[src/rtl/uart_txf_pkg.sv]
package uart_txf_pkg;

    localparam int BYTE_W   = 8;
    localparam int WORD_W   = BYTE_W + 1;
    localparam int FRAME_W  = 1 + WORD_W + 2;
    localparam int CNT_W    = $clog2(FRAME_W + 1);

    typedef enum logic [1:0] {
        LEN_7   = 2'b00,
        LEN_8   = 2'b01,
        LEN_9   = 2'b10,
        LEN_RSV = 2'b11
    } len_e;

    typedef enum logic [1:0] {
        PAR_ODD   = 2'b00,
        PAR_EVEN  = 2'b01,
        PAR_MARK  = 2'b10,
        PAR_SPACE = 2'b11
    } par_e;

    typedef struct packed {
        len_e len;
        logic stop2;
        logic par_en;
        par_e psel;
    } txcfg_t;

    typedef struct packed {
        logic [FRAME_W-1:0] bits;
        logic [CNT_W-1:0]   nbits;
    } frame_t;

    function automatic int unsigned data_count(len_e l);
        case (l)
            LEN_7:   return 7;
            LEN_9:   return 9;
            default: return 8;
        endcase
    endfunction

    function automatic logic parity_used(txcfg_t c);
        return c.par_en && (c.len != LEN_9);
    endfunction

endpackage

[src/rtl/uart_txf_parity.sv]
module uart_txf_parity
    import uart_txf_pkg::*;
(
    input  logic [WORD_W-1:0] word_i,
    input  len_e              len_i,
    input  par_e              psel_i,
    output logic              par_o
);
    logic [WORD_W-1:0] mask;
    logic              ones_odd;

    always_comb begin
        for (int i = 0; i < WORD_W; i++) begin
            mask[i] = (i < data_count(len_i));
        end
        ones_odd = ^(word_i & mask);
        case (psel_i)
            PAR_ODD:  par_o = ~ones_odd;
            PAR_EVEN: par_o = ones_odd;
            PAR_MARK: par_o = 1'b1;
            default:  par_o = 1'b0;
        endcase
    end
endmodule

[src/rtl/uart_txf_build.sv]
module uart_txf_build
    import uart_txf_pkg::*;
(
    input  logic [BYTE_W-1:0] data_i,
    input  logic              tx9_i,
    input  txcfg_t            cfg_i,
    output frame_t            frame_o
);
    logic [WORD_W-1:0] word;
    logic              par_bit;
    logic              has_par;
    int unsigned       nd;

    assign word = {tx9_i, data_i};

    uart_txf_parity u_par (
        .word_i (word),
        .len_i  (cfg_i.len),
        .psel_i (cfg_i.psel),
        .par_o  (par_bit)
    );

    always_comb begin
        nd      = data_count(cfg_i.len);
        has_par = parity_used(cfg_i);
        for (int j = 0; j < FRAME_W; j++) begin
            if (j == 0)
                frame_o.bits[j] = 1'b0;
            else if (j <= nd)
                frame_o.bits[j] = word[j-1];
            else if (has_par && (j == nd + 1))
                frame_o.bits[j] = par_bit;
            else
                frame_o.bits[j] = 1'b1;
        end
        frame_o.nbits = CNT_W'(1 + nd + (has_par ? 1 : 0) + (cfg_i.stop2 ? 2 : 1));
    end
endmodule

[src/rtl/uart_txf_serial.sv]
module uart_txf_serial
    import uart_txf_pkg::*;
(
    input  logic   clk,
    input  logic   rst,
    input  logic   start_i,
    input  logic   tick_i,
    input  frame_t frame_i,
    output logic   line_o,
    output logic   busy_o
);
    logic [FRAME_W-1:0] sh_q;
    logic [CNT_W-1:0]   cnt_q;
    logic               busy_q;

    always_ff @(posedge clk) begin
        if (rst) begin
            sh_q   <= '1;
            cnt_q  <= '0;
            busy_q <= 1'b0;
        end else if (!busy_q && start_i) begin
            sh_q   <= frame_i.bits;
            cnt_q  <= frame_i.nbits;
            busy_q <= 1'b1;
        end else if (busy_q && tick_i) begin
            if (cnt_q == CNT_W'(1)) begin
                sh_q   <= '1;
                cnt_q  <= '0;
                busy_q <= 1'b0;
            end else begin
                sh_q  <= {1'b1, sh_q[FRAME_W-1:1]};
                cnt_q <= cnt_q - CNT_W'(1);
            end
        end
    end

    assign line_o = sh_q[0];
    assign busy_o = busy_q;

    p_start_low_r2: assert property (@(posedge clk) disable iff (rst)
        $rose(busy_q) |-> !sh_q[0]);

    p_last_stop_high_r7: assert property (@(posedge clk) disable iff (rst)
        busy_q && (cnt_q == CNT_W'(1)) |-> sh_q[0]);

    p_hold_no_tick_r8: assert property (@(posedge clk) disable iff (rst)
        busy_q && !tick_i |=> busy_q && $stable(sh_q) && $stable(cnt_q));

    p_idle_high_r1: assert property (@(posedge clk) disable iff (rst)
        !busy_q |-> sh_q[0] && (cnt_q == '0));
endmodule

[src/rtl/uart_txf.sv]
module uart_txf
    import uart_txf_pkg::*;
(
    input  logic              clk,
    input  logic              rst,
    input  logic              baud_tick_i,
    input  logic              start_i,
    input  logic [BYTE_W-1:0] data_i,
    input  logic              tx9_i,
    input  logic [1:0]        len_i,
    input  logic              stop2_i,
    input  logic              par_en_i,
    input  logic [1:0]        par_sel_i,
    input  logic              brk_i,
    output logic              txd_o,
    output logic              busy_o,
    output logic              ready_o
);
    txcfg_t cfg;
    frame_t frame;
    logic   line;

    assign cfg.len    = len_e'(len_i);
    assign cfg.stop2  = stop2_i;
    assign cfg.par_en = par_en_i;
    assign cfg.psel   = par_e'(par_sel_i);

    uart_txf_build u_build (
        .data_i  (data_i),
        .tx9_i   (tx9_i),
        .cfg_i   (cfg),
        .frame_o (frame)
    );

    uart_txf_serial u_serial (
        .clk     (clk),
        .rst     (rst),
        .start_i (start_i),
        .tick_i  (baud_tick_i),
        .frame_i (frame),
        .line_o  (line),
        .busy_o  (busy_o)
    );

    assign txd_o   = line & ~brk_i;
    assign ready_o = ~busy_o;

    p_break_low_r10: assert property (@(posedge clk) disable iff (rst)
        brk_i |-> !txd_o);

    p_ready_inv_r1: assert property (@(posedge clk) disable iff (rst)
        ready_o != busy_o);
endmodule

[config.mk]
export PLATFORM = sky130hd
export DESIGN_NAME = uart_txf
export DESIGN_NICKNAME = d
export VERILOG_FILES = /design/src/rtl/uart_txf_pkg.sv /design/src/rtl/uart_txf_parity.sv /design/src/rtl/uart_txf_build.sv /design/src/rtl/uart_txf_serial.sv /design/src/rtl/uart_txf.sv
export SDC_FILE = /design/constraint.sdc
export NUM_CORES = 1
export LEC_CHECK = 0
export ABC_AREA = 1
export BUFFER_PORTS_ARGS = -buffer_cell sky130_fd_sc_hd__buf_2
export CAP_MARGIN = 40
export CELL_PAD_IN_SITES_DETAIL_PLACEMENT = 0
export CELL_PAD_IN_SITES_GLOBAL_PLACEMENT = 2
export CORE_AREA = 3 3 62 69
export CTS_BUF_LIST = sky130_fd_sc_hd__clkbuf_2
export CTS_CLUSTER_DIAMETER = 30
export DETAILED_ROUTE_END_ITERATION = 12
export DIE_AREA = 0 0 65 72
export GPL_TIMING_DRIVEN = 0
export PLACE_DENSITY_LB_ADDON = 0.25
export SLEW_MARGIN = 20
export SYNTH_ARGS = -nofsm -noshare
export SYNTH_HDL_FRONTEND = slang
export SYNTH_SLANG_ARGS = --single-unit
[constraint.sdc]
create_clock -name clk -period 4.05 [get_ports clk]
set_clock_uncertainty 0.15 [all_clocks]
set_input_delay 0.405 -clock clk [delete_from_list [all_inputs] [get_ports clk]]
set_output_delay 0.405 -clock clk [all_outputs]
set_load 0.05 [all_outputs]
After elaboration in Yosys (flattened, before gate mapping)
Index checks and enable logic that the tools add are counted.
Operators by class
  add/subtract/negate cells: 4
  magnitude comparators: 20
  equal/unequal tests: 16
  mux-type cells: 35
  bitwise operators: 5
  reduce and logical (&&, ||, !) cells: 21
Operators with widths (number)
  3-bit by 32-bit less-than comparator with 1-bit output (first input constant): 4
  2-bit by 32-bit less-than comparator with 1-bit output (first input constant): 2
  1-bit by 32-bit less-than comparator with 1-bit output (first input constant): 1
  4-bit by 32-bit less-than comparator with 1-bit output (first input constant): 1
  1-bit two-way mux: 26
  12-bit two-way mux: 2
  3-bit by 5-bit == test with 1-bit output (first input constant): 4
  4-bit by 5-bit == test with 1-bit output (first input constant): 4
  3-bit by 4-bit less-or-equal comparator with 1-bit output (first input constant): 4
  4-bit less-or-equal comparator (first input constant): 4
  1-bit logical AND: 14
  4-bit two-way mux: 3
  11-bit two-way mux: 1
  2-bit by 5-bit == test with 1-bit output (first input constant): 2
  9-bit bitwise AND: 1
  9-bit XOR reduction: 1
  4-bit adder: 2
  2-bit by 4-bit less-or-equal comparator with 1-bit output (first input constant): 2
  4-bit one-hot mux with 2 select lines: 1
  4-bit by 1-bit adder with 5-bit output (second input constant): 1
  1-bit by 5-bit == test with 1-bit output (first input constant): 1
  2-bit == test (second input constant): 2
  4-bit by 1-bit == test with 1-bit output (second input constant): 1
  1-bit by 4-bit less-or-equal comparator with 1-bit output (first input constant): 1
  12 further kinds: 16
Word-level totals
  register bits: 17
  output and inout bits: 3
  logic and storage cells: 104

Logic depth before layout (Yosys ltp)
  depth after elaboration: 10
  mapped depth: 16

By module
A second synthesis with hierarchy kept.
Unflattened totals
  cells, all modules: 218
  area, all modules: 1291.2 µm²
By module, submodules not included
  uart_txf_serial: instances 1, cells each 132, area each 872.1 µm², sequential area each 340.3 µm²
  uart_txf_parity: instances 1, cells each 48, area each 205.2 µm², sequential area each 0.0 µm²
  uart_txf_build: instances 1, cells each 35, area each 200.2 µm², sequential area each 0.0 µm²
  uart_txf: instances 1, cells each 3, area each 13.8 µm², sequential area each 0.0 µm²

Worst setup path before layout
No wires, ideal clock.
  kind: flip-flop to flip-flop
  from: register u_serial.busy_q, in the netlist u_serial.busy_o
  to: register u_serial.sh_q[9]
  setup time: 0.112 ns
  arrival: 1.906 ns
  data required time: 3.788 ns
  slack: 1.882 ns
  stages on the path, launching flop included: 11
  buffers on the path: 1
  period minus slack after synthesis: 2.168 ns
  cell sequence: dfxtp_1 inv_1 nand2_2 inv_1 nor2_4 inv_2 buf_2 o21ai_0 inv_1 nand2_1 nand2_1
On the way
  word-level cells in the longest chain between the ends: 3
RTL lines
  start, declared: RTL line uart_txf_serial.sv:14  | logic busy_q;
  start signal, assigned: RTL line uart_txf_serial.sv:20  | busy_q <= 1'b0;
  start signal, assigned: RTL line uart_txf_serial.sv:24  | busy_q <= 1'b1;
  start signal, assigned: RTL line uart_txf_serial.sv:29  | busy_q <= 1'b0;
  1-bit logical NOT: RTL line uart_txf_serial.sv:21  | end else if (!busy_q && start_i) begin
  1-bit logical AND: RTL line uart_txf_serial.sv:21
  12-bit two-way mux or 2-bit nonzero test (tied branches)
  end signal, assigned: RTL line uart_txf_serial.sv:22  | sh_q <= frame_i.bits;
  end signal, assigned: RTL line uart_txf_serial.sv:31  | sh_q <= {1'b1, sh_q[FRAME_W-1:1]};
  end, declared: RTL line uart_txf_serial.sv:12  | logic [FRAME_W-1:0] sh_q;
Several ways; a longest one is shown, not always the timed one.
A chain may end at the register's enable or synchronous reset.

Worst setup path after layout
  from: input len_i[0]
  to: register u_serial.cnt_q[1]
On the way
  word-level cells in the longest chain between the ends: 6
RTL lines
  start, declared: RTL line uart_txf.sv:10  | input logic [1:0] len_i,
  2-bit == test (tied with other cells): RTL line uart_txf_pkg.sv:35  | case (l)
  4-bit one-hot mux with 2 select lines or 1-bit logical AND (tied branches): RTL line uart_txf_pkg.sv:35, uart_txf_pkg.sv:43
  4-bit by 1-bit adder with 5-bit output or 1-bit two-way mux (tied branches)
  4-bit adder * (2 in series): RTL line uart_txf_build.sv:36  | frame_o.nbits = CNT_W'(1 + nd + (has_par ? 1 : 0) + (cfg_i.stop2 ? 2 : 1));
  4-bit two-way mux *: RTL line uart_txf_serial.sv:21
  end signal, assigned: RTL line uart_txf_serial.sv:23  | cnt_q <= frame_i.nbits;
  end signal, assigned: RTL line uart_txf_serial.sv:32  | cnt_q <= cnt_q - CNT_W'(1);
  end, declared: RTL line uart_txf_serial.sv:13  | logic [CNT_W-1:0] cnt_q;
Every way passes the cells marked *; elsewhere a longest branch is shown, timed or not.

==> results.txt <==
The run finished with clean final reports. Area of the core: 3655 um^2. After detailed placement, the design holds a cell count of 249. Along the worst path, the maximum fanout reaches 5.

The accumulated negative setup slack came out at 0 ns. The number of antenna violations at the first check in global routing came out at 0. The dominant combinational cell family by area after synthesis was simple AND/OR/NAND/NOR gates. Across the VDD grid, the largest voltage drop is 0.1540 mV. Portion of total power attributed to the clock network: 0.187. The tools report the type of destination of the critical path as a flip-flop. The logs give 1.91 ns for the critical path arrival and 0 for the total DRC errors in the routed layout. Once the clock tree was built, the setup fixing pass inserted 0 buffers.

The cell area after technology mapping was 1150 um^2. Net switching power: 0.1579 mW. The portion of total power attributed to sequential cells is 0.468.

Proportion of netlist area held by the largest area contributor: 0.2960. The final hold violation count is 0, and the die height is 72 um. The tools report the maximum achievable frequency as 548.7 MHz. By count the netlist is led by sky130_fd_sc_hd__nand2_1, sky130_fd_sc_hd__inv_1, sky130_fd_sc_hd__nand3_1, sky130_fd_sc_hd__dfxtp_1, sky130_fd_sc_hd__nor2_1. The worst path needs 1.823 ns of the cycle, external delays included. The run gives 2 as the maximum buffer depth of the clock tree. In the synthesized netlist the dominant register cell turns out to be sky130_fd_sc_hd__dfxtp_1.

Max-cap violations in this run came to 0. The net count of the finished layout is 228. The finished cells cover 1343 um^2.

STA classifies the critical path startpoint as a primary input. The number of synthesis warnings was 0. The count of buffers added on input and output ports is 22. The final-report setup violation count is 0. Setup repair after global routing left no endpoint under its margin. Clock insertion delay at the later pin of the skew report: 0.30 ns. The post-synthesis simple-gate area fraction came out at 0.3732. The worst register-to-register path ends at u_serial.cnt_q[2]. Excluding fillers, the count of instances in the completed layout stands at 253. The cell count of the worst hold path came out at 2.

Global-route usage over all layers: 0.1257. The path with the worst hold slack has its endpoint at u_serial.busy_o. The multiplexer share of the synthesized area was 0; the clock-pin slew on the worst setup and hold paths was 0.17 ns. By instance count, the leading cell after synthesis is sky130_fd_sc_hd__nand2_1.

The tools report the synthesized netlist net count as 201. For this block, the routed nets add up to 2.775 mm of wire. The logs give 23 for the floorplan row count and 1 for the maximum level of the CTS H-tree. The global placer's final weighted congestion is 0.7876, and the adder and majority gate portion of the synthesized area is 0.05658.

The number of gates resized after CTS was 0. The flop-to-flop setup slack came out at 2.23 ns. The via count of the first global-routing pass came out at 1,123. The root cell of the clock tree was sky130_fd_sc_hd__clkbuf_2. The logs give 0.2626 mW for the internal portion of total power and 1,164 for the total vias in the final route. The final-layout worst hold slack was 0.1734 ns. The final critical-path share of the clock period came out at 0.4500. The path class of the tightest hold or removal check is in -> reg. The logs give 0.3673 for the final standard cell utilization of the core and 0 for the antenna diode count. The synthesized flop and latch total is 17, and the layout-stage area growth over the synthesis result is 16.76%.

The tools report the largest net degree at the start of global routing as 11. Counting cells, the worst reg-to-reg path comes to 8. The starting density of the core is 0.3146, and the slew at the pin closest to its max-slew limit is 0.4897 ns. The fraction of final layout cells sized beyond drive strength 1 is 0.1823. TritonCTS built the clock tree.

The global-route wire length before repair is 4.774 mm, and the width of the die is 65 um. The critical path is of the in -> reg type. The logic gate share of total power is 0.345, and the cell leakage power is 0.7308 nW.

Before CTS, the worst setup slack after placement is 1.860 ns. For the CTS buffer count, the log shows 3. In this run the most critical hold path is launched from rst.

The first detailed-routing pass took 4 iterations. The hold buffer count at cts was 0; the mean number of vias per cell was 4.601. After legalization and detailed placement, the total HPWL measured 2.260 mm.

The placed instances occupy a cell area of 1323 um^2. Across all setup checks in the final design, the least slack found is 2.227 ns. In this run, distinct cell masters in the synthesized netlist total 29. The routed wire length per instance was 10.97 um; the number of standard cells after synthesis was 177. The startpoint identified for the worst register-to-register timing path is u_serial.cnt_q[1]. In the post-synthesis netlist, the biggest area contributors are sky130_fd_sc_hd__dfxtp_1, sky130_fd_sc_hd__nand2_1, sky130_fd_sc_hd__inv_1.

23 I/O pins were placed. The overflow left after global routing was 0. The die covers 4680 um^2. For the sequential fraction of the synthesis area, the log shows 0.2960. The count of nets left with antenna violations once routing finished came out at 0. The sum of internal, switching and leakage power was 0.4205 mW; the synthesized area per cell was 6.496 um^2. The number of enable-type register cells in the synthesized netlist is 0, and the starting DRC count in detailed routing is 40. The proportion of synthesized flip-flops having asynchronous set or reset came out at 0. For the data required time of the critical path, the log shows 4.14 ns. The power per cell area is 313.2 nW/um^2, and the synthesized-area fraction occupied by ao, oa, aoi and oai cells is 0.1371. Net switching fraction of the power: 0.3755. The worst slew slack as a fraction of its limit was 0.6729. Max-slew violation count: 0. Fill cells in the final layout number 429. Area share of xor/xnor cells in the synthesized design: 0.03047. sky130_fd_sc_hd__dfxtp_1 takes more of the synthesized area than any other cell.

Counting every sink on the clock net gives 17.
## power groups by stage
| stage | clock [mW] | sequential (mW) | combinational (mW) |
|---|---|---|---|
| 2_1_floorplan | 0 | 0.201 | 0.104 |
| 3_3_place_gp | 0 | 0.199 | 0.144 |
| 3_5_place_dp | 0 | 0.200 | 0.147 |
| 4_1_cts | 0.0808 | 0.197 | 0.148 |
| 5_1_grt | 0.0902 | 0.199 | 0.167 |
| 6_report | 0.0787 | 0.197 | 0.145 |
## sequential cells by signal (all words and copies together) (netlist names)
| name | cells |
|---|---|
| u_serial.busy_o | 1 |
| u_serial.cnt_q | 4 |
| u_serial.sh_q | 12 |
## critical path: stages
cell and delay [ns]:
sky130_fd_sc_hd__buf_2 0.13, sky130_fd_sc_hd__inv_1 0.10, sky130_fd_sc_hd__a21boi_0 0.11, sky130_fd_sc_hd__fa_1 0.37, sky130_fd_sc_hd__inv_1 0.07, sky130_fd_sc_hd__fa_1 0.42
sky130_fd_sc_hd__nand2_1 0.08, sky130_fd_sc_hd__a21oi_1 0.06, sky130_fd_sc_hd__a211oi_1 0.16
## worst max path at each step
stage                            startpoint           endpoint  cells after the start
after floorplan             u_serial.busy_o   u_serial.sh_q[9]                     10
after global placement             len_i[0]  u_serial.cnt_q[1]                      9
after detailed placement           len_i[0]  u_serial.cnt_q[1]                      9
after CTS                          len_i[0]  u_serial.cnt_q[1]                      9
after global routing      u_serial.cnt_q[1]  u_serial.cnt_q[2]                      8
final                              len_i[0]  u_serial.cnt_q[1]                      9
## metal layers
layer  track usage  part of all wire
met1        0.1624              0.48
met2        0.2136              0.47
met3       0.01858             0.038
met4       0.04225             0.011
met5             0                 0
## final cells by class
| type | instances | area (um^2) | share of cell area |
|---|---|---|---|
| flip-flops and latches | 17 | 340.3 | 0.2535 |
| clock buffers | 3 | 15.01 | 0.01118 |
| inverters | 29 | 108.9 | 0.08108 |
| plain buffers | 3 | 13.76 | 0.01025 |
| repair buffers | 22 | 110.1 | 0.08201 |
| clock inverters | 1 | 5.005 | 0.003728 |
| multi-input cells | 128 | 686.9 | 0.5116 |
| well taps | 50 | 62.56 | 0.04660 |
## cells in the final DEF (no fill, tap or decap), drive strengths merged
cell type / count
o211ai: 1
a211oi: 1
ha: 2
a21boi: 1
nand3: 20
fa: 2
o221ai: 7
o2111ai: 1
buf: 24
a221oi: 1
o21ai: 4
o32ai: 1
nor3b: 1
xnor2: 1
nor3: 2
inv: 29
nand3b: 2
a21oi: 4
clkbuf: 4
nor2: 10
xor2: 3
dfxtp: 17
nand2: 63
a22oi: 1
clkinv: 1
## logic make-up after synthesis
group | after synthesis
simple gates | 98
buf+inv | 32
compound gates | 22
flops | 17
xor+xnor | 4
fa+ha+maj | 4
No activity file was read; power rests on OpenSTA's default activity.
